**config.mk**
```make
export PLATFORM = sky130hd
export DESIGN_NAME = pagewalk_xlate
export DESIGN_NICKNAME = d
export VERILOG_FILES = /design/src/rtl/ptw_pkg.sv /design/src/rtl/xlate_cache.sv /design/src/rtl/walk_fsm.sv /design/src/rtl/pagewalk_xlate.sv
export SDC_FILE = /design/constraint.sdc
export NUM_CORES = 2
export LEC_CHECK = 0
export BUFFER_PORTS_ARGS = -buffer_cell sky130_fd_sc_hd__buf_4
export CAP_MARGIN = 40
export CORE_AREA = 5 5 254 256
export CTS_CLUSTER_SIZE = 24
export DETAILED_ROUTE_END_ITERATION = 8
export DIE_AREA = 0 0 259 261
export GPL_ROUTABILITY_DRIVEN = 0
export PLACE_DENSITY = 0.69
export RECOVER_POWER = 25
export SLEW_MARGIN = 20
export SYNTH_ARGS = -nofsm -noshare
export SYNTH_HDL_FRONTEND = slang
export SYNTH_SLANG_ARGS = --single-unit
```
**constraint.sdc**
```tcl
create_clock -name clk -period 3.25 [get_ports clk]
set_input_delay 0.325 -clock clk [delete_from_list [all_inputs] [get_ports clk]]
set_output_delay 0.325 -clock clk [all_outputs]
set_load 0.02 [all_outputs]
```
**src/rtl/ptw_pkg.sv**
```systemverilog
package ptw_pkg;
    localparam int XLEN  = 32;
    localparam int OFF_W = 12;
    localparam int IDX_W = 10;
    localparam int VPN_W = 2 * IDX_W;
    localparam int PPN_W = XLEN - OFF_W;

    typedef enum logic [1:0] {
        ST_IDLE   = 2'd0,
        ST_LOOKUP = 2'd1,
        ST_WAIT1  = 2'd2,
        ST_WAIT2  = 2'd3
    } walk_state_e;

    // Entry address: table base (frame aligned) plus four bytes per index.
    function automatic logic [XLEN-1:0] entry_addr(input logic [PPN_W-1:0] base,
                                                   input logic [IDX_W-1:0] idx);
        return {base, {OFF_W{1'b0}}} + (XLEN'(idx) << 2);
    endfunction
endpackage

```
**src/rtl/xlate_cache.sv**
```systemverilog
module xlate_cache #(
    parameter int LINES = 16,
    parameter int VPN_W = 20,
    parameter int PPN_W = 20
) (
    input  logic             clk,
    input  logic             rst_n,
    input  logic [VPN_W-1:0] lk_vpn,
    output logic             lk_hit,
    output logic [PPN_W-1:0] lk_ppn,
    input  logic             fill_en,
    input  logic [VPN_W-1:0] fill_vpn,
    input  logic [PPN_W-1:0] fill_ppn,
    input  logic             flush
);
    localparam int IX_W  = $clog2(LINES);
    localparam int TAG_W = VPN_W - IX_W;

    typedef struct packed {
        logic [LINES-1:0]            vld;
        logic [LINES-1:0][TAG_W-1:0] tag;
        logic [LINES-1:0][PPN_W-1:0] ppn;
    } tc_s;

    tc_s tc_d, tc_q;

    logic [IX_W-1:0] lk_ix, fill_ix;
    assign lk_ix   = lk_vpn[IX_W-1:0];
    assign fill_ix = fill_vpn[IX_W-1:0];

    always_comb begin
        tc_d = tc_q;
        if (flush) begin
            tc_d.vld = '0;
        end else if (fill_en) begin
            tc_d.vld[fill_ix] = 1'b1;
            tc_d.tag[fill_ix] = fill_vpn[VPN_W-1:IX_W];
            tc_d.ppn[fill_ix] = fill_ppn;
        end
    end

    always_ff @(posedge clk) begin
        if (!rst_n) tc_q <= '0;
        else        tc_q <= tc_d;
    end

    assign lk_hit = tc_q.vld[lk_ix] && (tc_q.tag[lk_ix] == lk_vpn[VPN_W-1:IX_W]);
    assign lk_ppn = tc_q.ppn[lk_ix];

    // a flush leaves no line valid, whatever else happened that cycle.
    a_r9_flush_empties: assert property (@(posedge clk) disable iff (!rst_n)
        flush |=> (tc_q.vld == '0));

    // a fill without flush makes the same VPN hit next cycle.
    a_r8_fill_then_hit: assert property (@(posedge clk) disable iff (!rst_n)
        (fill_en && !flush && lk_vpn == fill_vpn) ##1 (lk_vpn == $past(fill_vpn)) |-> lk_hit);
endmodule

```
**src/rtl/walk_fsm.sv**
```systemverilog
module walk_fsm
    import ptw_pkg::*;
(
    input  logic             clk,
    input  logic             rst_n,
    input  logic             req_valid,
    output logic             req_ready,
    input  logic [XLEN-1:0]  req_vaddr,
    input  logic [XLEN-1:0]  req_root,
    output logic [VPN_W-1:0] tc_vpn,
    input  logic             tc_hit,
    input  logic [PPN_W-1:0] tc_ppn,
    output logic             fill_en,
    output logic [VPN_W-1:0] fill_vpn,
    output logic [PPN_W-1:0] fill_ppn,
    output logic             mem_req_valid,
    output logic [XLEN-1:0]  mem_req_addr,
    input  logic             mem_rsp_valid,
    input  logic [XLEN-1:0]  mem_rsp_data,
    output logic             done,
    output logic             fault,
    output logic [XLEN-1:0]  paddr
);
    typedef struct packed {
        walk_state_e      st;
        logic [XLEN-1:0]  va;
        logic [PPN_W-1:0] root;
        logic             mem_v;
        logic [XLEN-1:0]  mem_a;
        logic             done;
        logic             fault;
        logic [XLEN-1:0]  pa;
    } walk_s;

    walk_s w_d, w_q;

    logic             rsp_ok;
    logic [PPN_W-1:0] rsp_ppn;
    assign rsp_ok  = mem_rsp_data[0];
    assign rsp_ppn = mem_rsp_data[XLEN-1:OFF_W];

    logic unused_bits;
    assign unused_bits = ^{req_root[OFF_W-1:0], mem_rsp_data[OFF_W-1:1]};

    always_comb begin
        w_d      = w_q;
        w_d.done = 1'b0;
        w_d.mem_v = 1'b0;
        fill_en  = 1'b0;
        fill_ppn = rsp_ppn;
        unique case (w_q.st)
            ST_IDLE: begin
                if (req_valid) begin
                    w_d.va   = req_vaddr;
                    w_d.root = req_root[XLEN-1:OFF_W];
                    w_d.st   = ST_LOOKUP;
                end
            end
            ST_LOOKUP: begin
                if (tc_hit) begin
                    w_d.done  = 1'b1;
                    w_d.fault = 1'b0;
                    w_d.pa    = {tc_ppn, w_q.va[OFF_W-1:0]};
                    w_d.st    = ST_IDLE;
                end else begin
                    w_d.mem_v = 1'b1;
                    w_d.mem_a = entry_addr(w_q.root, w_q.va[XLEN-1 -: IDX_W]);
                    w_d.st    = ST_WAIT1;
                end
            end
            ST_WAIT1: begin
                if (mem_rsp_valid) begin
                    if (!rsp_ok) begin
                        w_d.done  = 1'b1;
                        w_d.fault = 1'b1;
                        w_d.st    = ST_IDLE;
                    end else begin
                        w_d.mem_v = 1'b1;
                        w_d.mem_a = entry_addr(rsp_ppn, w_q.va[OFF_W +: IDX_W]);
                        w_d.st    = ST_WAIT2;
                    end
                end
            end
            ST_WAIT2: begin
                if (mem_rsp_valid) begin
                    w_d.done = 1'b1;
                    w_d.st   = ST_IDLE;
                    if (!rsp_ok) begin
                        w_d.fault = 1'b1;
                    end else begin
                        w_d.fault = 1'b0;
                        w_d.pa    = {rsp_ppn, w_q.va[OFF_W-1:0]};
                        fill_en   = 1'b1;
                    end
                end
            end
            default: w_d.st = ST_IDLE;
        endcase
    end

    always_ff @(posedge clk) begin
        if (!rst_n) w_q <= '0;
        else        w_q <= w_d;
    end

    assign req_ready     = (w_q.st == ST_IDLE);
    assign tc_vpn        = w_q.va[XLEN-1:OFF_W];
    assign fill_vpn      = w_q.va[XLEN-1:OFF_W];
    assign mem_req_valid = w_q.mem_v;
    assign mem_req_addr  = w_q.mem_a;
    assign done          = w_q.done;
    assign fault         = w_q.fault;
    assign paddr         = w_q.pa;

    a_r10_one_outstanding: assert property (@(posedge clk) disable iff (!rst_n)
        (req_valid && req_ready) |=> !req_ready);

    a_r7_hit_no_read: assert property (@(posedge clk) disable iff (!rst_n)
        (w_q.st == ST_LOOKUP && tc_hit) |=> (done && !fault && !mem_req_valid));

    a_r4_empty_top_stops: assert property (@(posedge clk) disable iff (!rst_n)
        (w_q.st == ST_WAIT1 && mem_rsp_valid && !mem_rsp_data[0])
        |=> (done && fault && !mem_req_valid));

    a_r2_first_addr: assert property (@(posedge clk) disable iff (!rst_n)
        (w_q.st == ST_LOOKUP && !tc_hit)
        |=> (mem_req_valid && mem_req_addr == {w_q.root, w_q.va[31:22], 2'b00}));

    a_r3_second_addr: assert property (@(posedge clk) disable iff (!rst_n)
        (w_q.st == ST_WAIT1 && mem_rsp_valid && mem_rsp_data[0])
        |=> (mem_req_valid &&
             mem_req_addr == {$past(mem_rsp_data[31:12]), w_q.va[21:12], 2'b00}));

    a_r1_offset_kept: assert property (@(posedge clk) disable iff (!rst_n)
        (done && !fault) |-> (paddr[OFF_W-1:0] == w_q.va[OFF_W-1:0]));

    a_r11_done_pulse: assert property (@(posedge clk) disable iff (!rst_n)
        done |=> !done);

    a_r11_result_held: assert property (@(posedge clk) disable iff (!rst_n)
        !done |-> ($stable(paddr) && $stable(fault)));
endmodule

```
**src/rtl/pagewalk_xlate.sv**
```systemverilog
module pagewalk_xlate
    import ptw_pkg::*;
#(
    parameter int TC_LINES = 16
) (
    input  logic        clk,
    input  logic        rst_n,
    input  logic        req_valid,
    output logic        req_ready,
    input  logic [31:0] req_vaddr,
    input  logic [31:0] req_root,
    input  logic        flush,
    output logic        mem_req_valid,
    output logic [31:0] mem_req_addr,
    input  logic        mem_rsp_valid,
    input  logic [31:0] mem_rsp_data,
    output logic        done,
    output logic        fault,
    output logic [31:0] paddr
);
    logic [VPN_W-1:0] tc_vpn, fill_vpn;
    logic [PPN_W-1:0] tc_ppn, fill_ppn;
    logic             tc_hit, fill_en;

    walk_fsm u_walk (
        .clk           (clk),
        .rst_n         (rst_n),
        .req_valid     (req_valid),
        .req_ready     (req_ready),
        .req_vaddr     (req_vaddr),
        .req_root      (req_root),
        .tc_vpn        (tc_vpn),
        .tc_hit        (tc_hit),
        .tc_ppn        (tc_ppn),
        .fill_en       (fill_en),
        .fill_vpn      (fill_vpn),
        .fill_ppn      (fill_ppn),
        .mem_req_valid (mem_req_valid),
        .mem_req_addr  (mem_req_addr),
        .mem_rsp_valid (mem_rsp_valid),
        .mem_rsp_data  (mem_rsp_data),
        .done          (done),
        .fault         (fault),
        .paddr         (paddr)
    );

    xlate_cache #(
        .LINES (TC_LINES),
        .VPN_W (VPN_W),
        .PPN_W (PPN_W)
    ) u_cache (
        .clk      (clk),
        .rst_n    (rst_n),
        .lk_vpn   (tc_vpn),
        .lk_hit   (tc_hit),
        .lk_ppn   (tc_ppn),
        .fill_en  (fill_en),
        .fill_vpn (fill_vpn),
        .fill_ppn (fill_ppn),
        .flush    (flush)
    );

    // idle and quiet while reset is held.
    a_r12_reset_quiet: assert property (@(posedge clk)
        $past(!rst_n) |-> (req_ready && !done && !mem_req_valid));
endmodule

```
# ---- Word-level counts from Yosys, hierarchy flattened
# Cells that the tools add are included.
# Widths: inputs -> output; s select.
dict set report word_totals {
  ff_bits 713
  latchBits 0
  mem_bits_rw 0
  rom_bits 0
  inputBits 101
  output_inout_bits 68
  wordCells 107
  mem_count 0
}
dict set report op_classes {
  add_sub_neg 2
  n_mul 0
  div_mod_pow 0
  magnitude_cmp 2
  eq_ne 12
  n_shift 0
  muxes 34
  bitwise 3
  reduce_logical 13
}
# cell n
set op_table {}
lappend op_table {{$bwmux 320} 1}
lappend op_table {{$bwmux 256} 1}
lappend op_table {{$bmux 20 s4} 1}
lappend op_table {{$demux 20 s4} 1}
lappend op_table {{$mux 34} 2}
lappend op_table {{$mux 33} 2}
lappend op_table {{$pmux 33 s2} 1}
lappend op_table {{$add 32x12->32} 2}
lappend op_table {{$bmux 16 s4} 1}
lappend op_table {{$demux 16 s4} 1}
lappend op_table {{$pmux 32 s2} 1}
lappend op_table {{$mux 54} 1}
lappend op_table {{$mux 20} 2}
lappend op_table {{$mux 35} 1}
lappend op_table {{$mux 16} 2}
lappend op_table {{$mux 32} 1}
lappend op_table {{$eq 16x16->1} 1}
lappend op_table {{$ne 2x2->1 const B} 8}
lappend op_table {{$or 16x16->16} 1}
lappend op_table {{$mux 2} 5}
lappend op_table {{$pmux 2 s4} 1}
lappend op_table {{$reduce_and 4->1} 2}
lappend op_table {{$mux 1} 6}
lappend op_table {{$pmux 2 s3} 1}
lappend op_table {{other kinds (15)} 20}

# ---- Logic depth before layout (Yosys ltp)
dict set report logic_depth {
  depth_word 6
  mapped_depth 16
  ltp_nobuf 9
}

# ---- Hierarchy
# Synthesis repeated with hierarchy kept, for this count alone.
dict set report unflattened {
  cells_unflattened 3673
  area_unflattened_um2 32787.7
}
# module n_inst cells_each area_per_inst_um2 seq_area_each_um2
set by_module_without_submodules {}
lappend by_module_without_submodules {xlate_cache 1 2984 26743.1 11851.4}
lappend by_module_without_submodules {walk_fsm 1 689 6044.5 2382.3}

# ---- Worst setup path before layout
# No wires, ideal clock.
dict set report synth_timing {
  path_type {register to register}
  from {reg u_walk.w_q (netlist bit u_walk.fill_vpn[1])}
  to {reg u_walk.w_q (netlist bit u_walk.mem_req_addr[3])}
  setup_ns 0.117
  arrival_ns 2.983
  required_ns 3.133
  path_slack_ns 0.150
  stages_incl_launch_ff 14
  n_path_buf 6
  synth_period_minus_slack_ns 3.100
  cell_sequence {dfxtp_1 > buf_6 > buf_8 > buf_8 > buf_6 > mux4_1 > mux4_2 > xnor2_1 > nand4b_1 > or3_1 > buf_6 > buf_6 > a32o_1 > a22o_1}
}
dict set report synth_between {
  elab_chain_len 6
  elab_cells_between_ends 12
  cone_classes {add/sub: 1; eq/ne: 2; mux: 7; reduce/logical: 2}
}
# element line
set synth_rtl {}
lappend synth_rtl {{from (decl)} walk_fsm.sv:35} ;# walk_s w_d, w_q;
lappend synth_rtl {{from (signal assigned)} walk_fsm.sv:103} ;# else w_q <= w_d;
lappend synth_rtl {{parallel branches: the longest is 6 deep, another holds $add 32x12->32} -}
# Parallel ways; which one is timed is not known. The select of a mux whose other input is x is not followed.
# A chain may end at the register's enable or synchronous reset.

# ---- Worst setup path in the final report
dict set report layout_timing {
  from {reg u_walk.w_q (netlist bit u_walk.fill_vpn[1])}
  to {reg u_walk.w_q (netlist bit u_walk.mem_req_addr[30])}
}
# The elaborated chain is that of the path after synthesis.

==> flow_metrics.tcl <==
set metrics [dict create \
    drc 0 \
    htreeDepth 3 \
    drv_slew 63 \
    drive_above_1_share 0.150 \
    maxSlewHeadroom -0.0937 \
    worst_clock_skew_ps 18.4 \
    p_leak_nw 11.5 \
    cp-end-kind "register" \
    async_flop_share 0 \
    postRouteAntennaNets 0 \
    hp-class "in -> reg" \
    pin_count 169 \
    die_w_um 259 \
    initial_utilization 0.490 \
    cts_buffers 72 \
    wl_per_cell_um 22.7 \
    drtPass1Iterations 5 \
    antenna_found_initial 0 \
    syn_area_per_cell_um2 8.45 \
    max_cap_viol_count 2 \
    cts.sinks 711 \
    overflow 0 \
    portBuffers 143 \
    drt-initial-drc-count 3747 \
    ys_dominant_reg_cell "dfxtp_1" \
    synth_edf_count 0 \
    grt_pass1_wl_mm 156 \
    via_per_inst 5.95 \
    dp.final_hpwl_mm 59.4 \
    whs_ps 68.7 \
    cts_tree "done" \
    setup_viol_count_final 0 \
    finalNonFillerCells 4543 \
    start_kind "register" \
    yosysSeqAreaShare 0.466 \
    grt_setup_unrepaired "true" \
    dp.cells 4346 \
    dp_slack_ps -293 \
    cp_max_fo 33 \
    grtUsageMet3 0.0597 \
    arrival_ps 3720 \
    wl_mm 103 \
    grt_max_degree 98 \
    core-area_um2 62300 \
    netlist_area_um2 30500 \
    violations "max-capacitance violations, max-slew violations" \
    peakVddDrop_v 0.000426 \
    diodes 0 \
    netlist.area_leader.share 0.466 \
    synthCells 3614 \
    clk_path_buf_depth 3 \
    fp-row-count 92 \
    chipHeight_um 261 \
    fmax_mhz 310 \
    ys_types 54 \
    finalCriticalPeriod_ps 3220 \
    nets 3750 \
    worst_pin_slew_ps 1640 \
    grt_most_used_layer "met2" \
    clk_pin_slew_worst_paths_ps 60 \
    grt_pass1_vias 25600 \
    power_w 0.0187 \
    fin_area_um2 35200 \
    clock-root-buffer "clkbuf_16" \
    yosysTopAreaCell "dfxtp_1" \
    die-area_um2 67600 \
    via_count 27000 \
    synthToLayoutAreaGrowth_pct 15.4 \
    critical_path_required_ps 3750 \
    met1_usage 0.412 \
    placed_cell_area_um2 32400 \
    grtUsageMet2 0.459 \
    clk_latency_ps 620 \
    track_usage 0.295 \
    ys_top_cells_by_area "dfxtp_1, nand2_1, a21oi_1" \
    layout_setup_ws_ps 26.3 \
    ys_seq_elements 711 \
    worstSetupPathType "reg -> reg" \
    ys_warn_count 0 \
    status "finished with violations" \
    fin_crit_sh 0.992 \
    finalHoldViolations 0 \
    p_per_area_nw_per_um2 530 \
]
[path summary, 6_finish.rpt]
check	start	endpoint	slack, ps	depth (start not counted)
worst max-delay path	u_walk.fill_vpn[1]	u_walk.mem_req_addr[30]	30	12
worst min-delay path	mem_rsp_data[19]	u_cache.tc_q[147]	70	3
worst max register to register	u_walk.fill_vpn[1]	u_walk.mem_req_addr[30]	30	12
worst min register to register	u_cache.tc_q[153]	u_cache.tc_q[153]	450	2
[worst max-delay path, stage by stage (launching register included)]
cell and delay [ps]:
dfxtp_4 370, buf_4 120, buf_12 150, mux4_2 500
mux2i_1 170, xor2_1 250, o211ai_1 180, o22ai_2 190
nand4b_1 150, or3_4 380, buf_12 180, a32o_1 230
a22o_1 220
[stage by stage]
step	util	setup TNS (ps)
floorplan	-	0
global placement	0.519	-8020
detailed placement	0.520	-9330
CTS	0.567	-18.9
global route	0.566	-901
finish	0.566	0
[repair_timing]
item / in CTS / in global routing
pin swaps: 0 / 9
setup endpoints to repair: 45 / 52
gates resized for setup: 9 / 16
cloned: 0 / 2
endpoints found under the hold margin: 51 / 0
buffers inserted: 9 / 9
hold buffers: 51 / 0
[power by group]
group	internal [W]	switching, W
clock	0.00466	0.00351
combinational	0.000614	0.00102
sequential	0.00878	0.0000879
[area by class of cell]
type,count,area [um2]
Fill cell,5523,27000
Multi-Input combinational cell,2487,14600
Sequential cell,711,14200
Timing Repair Buffer,365,3050
Clock buffer,112,2110
Tap cell,846,1060
Clock inverter,14,178
Inverter,8,37.5
[cells by family after synthesis]
| group | share of synthesized area |
|---|---|
| buffers and inverters | 0.0645 |
| XOR/XNOR | 0.00344 |
| AO/OA/AOI/OAI | 0.150 |
| other | 0.000123 |
| multiplexers | 0.133 |
| adder cells (fa/ha/maj) | 0.00164 |
| AND/OR/NAND/NOR | 0.181 |
| flip-flops | 0.466 |
[Yosys cell counts, types with 5 or more instances]
cell type,instances
buf_1,19
o21ai_0,26
mux4_2,148
xor2_1,9
mux2i_1,67
buf_6,8
clkbuf_1,266
a32oi_1,20
a22o_1,32
nor3_1,22
nand2_1,1316
buf_4,71
nor2_1,31
a32o_1,30
buf_2,43
o22ai_1,5
and3_1,10
a22oi_1,17
nand3_1,8
dfxtp_1,711
inv_1,8
nand2b_1,8
nor2b_1,6
a21oi_1,675
[layout by cell type, fill, tap and decap left out, types with 6 or more instances in the layout]
cell and count:
inv_1 7, nand2b_1 8, clkbuf_16 76, o21ai_0 26, dlygate4sd3_1 51, nor2_1 29
nor3_1 6, a21oi_1 673, nand2_2 16, buf_12 32, clkbuf_1 97, xor2_1 9
buf_4 196, a22o_1 32, dfxtp_1 707, mux2i_1 64, clkbuf_8 12, a32oi_1 20
nand2_1 1300, a32o_1 30, and3_1 10, mux4_2 148, nor3_2 16, clkbuf_2 7
nand3_1 8, a22oi_1 16
[per-layer routing]
layer / vias up / routed length (um)
met5: - / 0
met3: 269 / 12000
met2: 1542 / 46300
met1: 13000 / 41300
met4: 0 / 3750
li1: 12200 / -
[sequential cells by signal, indices dropped and copies added, names as in the netlist]
name,flops
u_walk.mem_req_valid,1
u_walk.done,1
u_cache.tc_q,592
u_walk.w_q,34
u_walk.paddr,32
u_walk.mem_req_addr,30
u_walk.fault,1
u_walk.fill_vpn,20
No activity file was read; power rests on OpenSTA's default activity.
